$ cat src/rtl/pmac_pkg.sv
package pmac_pkg;
   typedef enum logic [1:0] {
      PM_LO   = 2'b00,
      PM_HI   = 2'b01,
      PM_PAIR = 2'b10,
      PM_NONE = 2'b11
   } pm_fn_e;
endpackage

$ cat src/rtl/pmac_lane_mul.sv
// One signed lane multiplier, product registered (pipeline stage one).
module pmac_lane_mul #(
   parameter int W = 16
) (
   input  logic              clk,
   input  logic              rst_n,
   input  logic              en,
   input  logic [W-1:0]      a,
   input  logic [W-1:0]      b,
   output logic [2*W-1:0]    prod
);
   localparam int PW = 2 * W;

   logic signed [PW-1:0] prod_d;

   always_comb prod_d = $signed(a) * $signed(b);

   always_ff @(posedge clk or negedge rst_n) begin
      if (!rst_n)  prod <= '0;
      else if (en) prod <= prod_d;
   end


   prod_sign_chk: assert property (@(posedge clk) disable iff (!rst_n)
      (en && a != '0 && b != '0) |=> prod[PW-1] == $past(a[W-1] ^ b[W-1]));
endmodule

$ cat src/rtl/pmac_combine.sv
// Stage two: lane-half selection or pairwise summation, registered.
module pmac_combine
   import pmac_pkg::*;
#(
   parameter int W     = 16,
   parameter int LANES = 4
) (
   input  logic                    clk,
   input  logic                    rst_n,
   input  logic                    in_valid,
   input  pm_fn_e                  fn,
   input  logic [LANES*2*W-1:0]    prods,
   output logic                    out_valid,
   output logic [LANES*W-1:0]      res
);
   localparam int PW    = 2 * W;
   localparam int OW    = LANES * W;
   localparam int PAIRS = LANES / 2;

   logic [OW-1:0] lo_sel, hi_sel, pair_sum, res_d;

   for (genvar i = 0; i < LANES; i++) begin : g_half
      assign lo_sel[i*W +: W] = prods[i*PW +: W];
      assign hi_sel[i*W +: W] = prods[i*PW + W +: W];
   end

   for (genvar p = 0; p < PAIRS; p++) begin : g_pair
      assign pair_sum[p*PW +: PW] = prods[(2*p)*PW +: PW] + prods[(2*p+1)*PW +: PW];
   end

   always_comb begin
      unique case (fn)
         PM_LO:   res_d = lo_sel;
         PM_HI:   res_d = hi_sel;
         PM_PAIR: res_d = pair_sum;
         default: res_d = '0;
      endcase
   end

   always_ff @(posedge clk or negedge rst_n) begin
      if (!rst_n) begin
         out_valid <= 1'b0;
         res       <= '0;
      end else begin
         out_valid <= in_valid;
         if (in_valid) res <= res_d;
      end
   end


   pair_low_sum_chk: assert property (@(posedge clk) disable iff (!rst_n)
      (in_valid && fn == PM_PAIR) |=>
         res[PW-1:0] == $past(prods[PW-1:0] + prods[2*PW-1:PW]));


   reserved_zero_chk: assert property (@(posedge clk) disable iff (!rst_n)
      (in_valid && fn == PM_NONE) |=> res == '0);


   idle_hold_chk: assert property (@(posedge clk) disable iff (!rst_n)
      !in_valid |=> $stable(res));
endmodule

$ cat src/rtl/pmac_unit.sv
module pmac_unit
   import pmac_pkg::*;
#(
   parameter int LANE_W = 16,
   parameter int LANES  = 4
) (
   input  logic                    clk,
   input  logic                    rst_n,
   input  logic                    in_valid,
   input  logic [1:0]              fn,
   input  logic [LANES*LANE_W-1:0] opa,
   input  logic [LANES*LANE_W-1:0] opb,
   output logic                    out_valid,
   output logic [LANES*LANE_W-1:0] result
);
   localparam int PW = 2 * LANE_W;

   if (LANES < 2 || (LANES % 2) != 0) begin : g_bad_lanes
      $error("pmac_unit: LANES must be even and at least 2");
   end
   if (LANE_W < 2) begin : g_bad_width
      $error("pmac_unit: LANE_W must be at least 2");
   end

   logic               s1_valid;
   pm_fn_e             s1_fn;
   logic [LANES*PW-1:0] s1_prods;

   always_ff @(posedge clk or negedge rst_n) begin
      if (!rst_n) begin
         s1_valid <= 1'b0;
         s1_fn    <= PM_LO;
      end else begin
         s1_valid <= in_valid;
         if (in_valid) s1_fn <= pm_fn_e'(fn);
      end
   end

   for (genvar i = 0; i < LANES; i++) begin : g_lane
      pmac_lane_mul #(.W(LANE_W)) u_mul (
         .clk  (clk),
         .rst_n(rst_n),
         .en   (in_valid),
         .a    (opa[i*LANE_W +: LANE_W]),
         .b    (opb[i*LANE_W +: LANE_W]),
         .prod (s1_prods[i*PW +: PW])
      );
   end

   pmac_combine #(.W(LANE_W), .LANES(LANES)) u_comb (
      .clk      (clk),
      .rst_n    (rst_n),
      .in_valid (s1_valid),
      .fn       (s1_fn),
      .prods    (s1_prods),
      .out_valid(out_valid),
      .res      (result)
   );

   // cycles since reset, saturating, so the latency check never looks before reset
   logic [1:0] since_rst;
   always_ff @(posedge clk or negedge rst_n) begin
      if (!rst_n)               since_rst <= '0;
      else if (since_rst != 2'd3) since_rst <= since_rst + 2'd1;
   end


   latency_two_chk: assert property (@(posedge clk) disable iff (!rst_n || since_rst < 2'd2)
      out_valid == $past(in_valid, 2));


   reset_quiet_chk: assert property (@(posedge clk) disable iff (!rst_n)
      (since_rst == 2'd0) |-> (!out_valid && result == '0));
endmodule

$ cat config.mk
export PLATFORM = sky130hd
export DESIGN_NAME = pmac_unit
export DESIGN_NICKNAME = d
export VERILOG_FILES = /design/src/rtl/pmac_pkg.sv /design/src/rtl/pmac_lane_mul.sv /design/src/rtl/pmac_combine.sv /design/src/rtl/pmac_unit.sv
export SDC_FILE = /design/constraint.sdc
export NUM_CORES = 2
export LEC_CHECK = 0
export BUFFER_PORTS_ARGS = -buffer_cell sky130_fd_sc_hd__buf_2
export CORE_MARGIN = 1.5
export CORE_UTILIZATION = 50
export CTS_CLUSTER_SIZE = 24
export DETAILED_ROUTE_END_ITERATION = 8
export PLACE_DENSITY = 0.64
export SLEW_MARGIN = 20
export SYNTH_ARGS = -nofsm -noshare
export SYNTH_HDL_FRONTEND = slang
export SYNTH_SLANG_ARGS = --single-unit
export TNS_END_PERCENT = 100
$ cat constraint.sdc
create_clock -name clk -period 6.16 [get_ports clk]
set_input_delay 0.616 -clock clk [delete_from_list [all_inputs] [get_ports clk]]
set_output_delay 0.616 -clock clk [all_outputs]
set_load 0.01 [all_outputs]
==> flow_summary.toml <==
[run_status]
status = "finished, final reports clean"

[critical_path]
start_kind = "input port"
cp_num_cells = 20
r2r_slack_ns = 2.69
reg2regPathDepth = 11
regToRegEndpoint = "u_comb.res[62]"
crit_arrival_ns = 6.33
r2r_start = "g_lane[3].u_mul.prod[0]"
cp.required_ns = 6.51
path_class = "in -> reg"
crit_path_end_kind = "register"
path_buf_inv = 3
critPathMaxFanout = 6
critPathTopFamily = "adder cells"
cpMostUsedCell = "fa_1"
crit_slowest_cell = "fa_2"
worstPathCellList = "buf_2 > and2_1 > fa_2 > fa_1 > fa_2 > fa_1 > fa_1 > inv_1 > fa_1 > inv_1 > ha_4 > a21o_1 > a21o_1 > a21o_1 > a2111oi_2 > a211oi_2 > a2111o_1 > a31oi_1 > xnor2_1 > mux2_4"
cpPeakStageDelay_ns = 0.64

[layout]
area_growth_pct = 13.6
design_area_mm2 = 0.0571
fin_nets = 7518
final_cells = 7258
drive_gt1_share_pct = 15.2

[flow_run]
cap_violations = 0

[sta]
setup_viol = 0
fin_crit_sh_pct = 97.0
skew_ns = 0.0156
drv_slew = 0
max_freq_mhz = 167
tightest_slew_ns = 1.07
hold_violations = 0
fin_crit_ns = 5.98
slew_headroom_pct = 28.0

[logic_synthesis]
synth_cells = 5414
synth-edff-count = 0
synthSimpleGateAreaFrac_pct = 14.2
synth_top_family_by_area = "adder cells"
synth_compound_area_share_pct = 8.39
synth_fa_ha_area_share_pct = 51.5
yosysSeqAreaShare_pct = 9.75
yosysTopAreaCell = "fa_1"
synth-xor-area-share_pct = 3.13
async_reset_ff_share_pct = 100
synthTopCellsByCount = "inv_1, fa_1, nand2_1, and2_1, ha_1"
yosys_warnings = 0
yosysMostFrequentCell = "inv_1"
ys_ff_latch = 196
syn_area_mm2 = 0.0503
synthMuxAreaShare_pct = 2.76
syn_nets = 6987
ys.flop_type = "dfrtp_1"
netlist.area_leader.share_pct = 41.8
postSynthAreaPerCell_um2 = 9.29
synth.distinct_cells = 86
synthTopCellsByArea = "fa_1, dfrtp_1, ha_1"

[die]
ios = 198
die-height_um = 320
initial_utilization_pct = 50.4
num_rows = 116
die-area_mm2 = 0.103
core_mm2 = 0.0999
die_x_um = 320

[cts]
clkLatencyLatePin_ns = 0.47
cts_max_path_buffers = 2
ctsRootBufferMaster = "clkbuf_16"
cts_tree = "built"
cts-buffers-inserted = 17
clkTransAtPathRegs_ns = 0.08
clock_sinks = 196
cts_htree_levels = 4
cts_hold_buf = 0

[placement]
dp_cells = 7222
dpl_cell_area_mm2 = 0.0564
port_buffers = 197
gp_congestion = 0.905
hpwl_um = 107000

[global_routing]
grt_pass1_wl_um = 208000
grt_antenna_before_repair = 2
grt_pass1_vias = 41100
grt_remaining_overflow = 0
grtUsageTotal_pct = 25.2
grt_max_degree = 135

[hold_path]
hold_class = "in -> async"

[detailed_routing]
dr.pass1.iters = 5
routedWlPerCell_um = 16.8
drtIter0Drc = 1838
routed_wl_um = 122000
ant_nets = 0
drc = 0
dr_total_vias = 37900
routed_via_density = 5.22
## timing repair
item,in CTS,in global routing
resized for setup,0,37
endpoints found under the setup margin,0,22
buffers inserted,0,2
## placed cells by master (no fill, tap or decap), types with 25 or more instances in the layout
master,n
inv_1,1184
ha_1,382
mux2_2,90
fa_1,1041
nand3_1,37
a211oi_1,25
o21a_1,39
mux2i_1,36
a21oi_1,215
nand2_1,564
and2_1,494
a21o_1,61
o21ai_0,100
xnor2_1,142
dfrtp_1,193
buf_4,484
nor3_1,34
xor2_1,38
buf_2,184
nor2_1,198
nand2b_1,29
## layer usage
metal	wire (µm)	GRT usage [%]
met3	5350	3.38
met4	2540	5.18
met1	51500	33.0
met2	62200	44.6
met5	0	0
## kinds of logic after synthesis
| kind of cell | after synthesis |
|---|---|
| AOI/OAI and AO/OA | 639 |
| muxes | 127 |
| DFF | 196 |
| adders and majority gates | 1440 |
| buffers and inverters | 1378 |
| xor gates and xnor gates | 180 |
| and+or+nand+nor | 1454 |
## cell type report
class	count	area [µm²]
Timing Repair Buffer	704	5130
Tap cell	1298	1620
Fill cell	8969	42700
Clock buffer	20	437
Inverter	1186	4450
Antenna cell	2	5.00
Clock inverter	12	96.3
Multi-Input combinational cell	3840	40500
Sequential cell	196	4910
## per-stage QoR
step,setup WS (ns),util [%],hold slack [ns],setup TNS (ns)
final,0.183,57.2,0.112,0
after global routing,-0.0124,57.2,0.137,-0.0175
after CTS,0.133,57.1,0.114,0
after detailed placement,-0.344,56.5,0.475,-8.64
after global placement,-0.258,56.5,0.462,-6.93
after floorplan,-0.00476,-,0.320,-0.00476
## sequential cells by signal, indices dropped and copies added, names as in the netlist
| register | cells |
|---|---|
| u_comb.out_valid | 1 |
| s1_valid | 1 |
| g_lane.u_mul.prod | 128 |
| s1_fn | 2 |
| u_comb.res | 64 |
## worst max-delay path by stage
stage | from | endpoint
detailed placement | opb[18] | g_lane[1].u_mul.prod[28]
global route | opa[37] | g_lane[2].u_mul.prod[26]
global placement | opa[56] | g_lane[3].u_mul.prod[30]
CTS | opb[18] | g_lane[1].u_mul.prod[28]
finish | opa[63] | g_lane[3].u_mul.prod[26]
floorplan | opa[63] | g_lane[3].u_mul.prod[26]
## worst register-to-register path: stages, from the launching register on
cell and delay, ns:
dfrtp_1 0.44, ha_1 0.25, fa_1 0.41, a21oi_1 0.29
o211ai_1 0.22, a21oi_1 0.26, o211ai_1 0.25, o21ai_1 0.35
o31ai_1 0.19, o41ai_2 0.26, xnor2_1 0.11, a221o_1 0.34
Power is not shown: default switching activity piles up to over one toggle a cycle in this logic, so the estimate is an artifact.
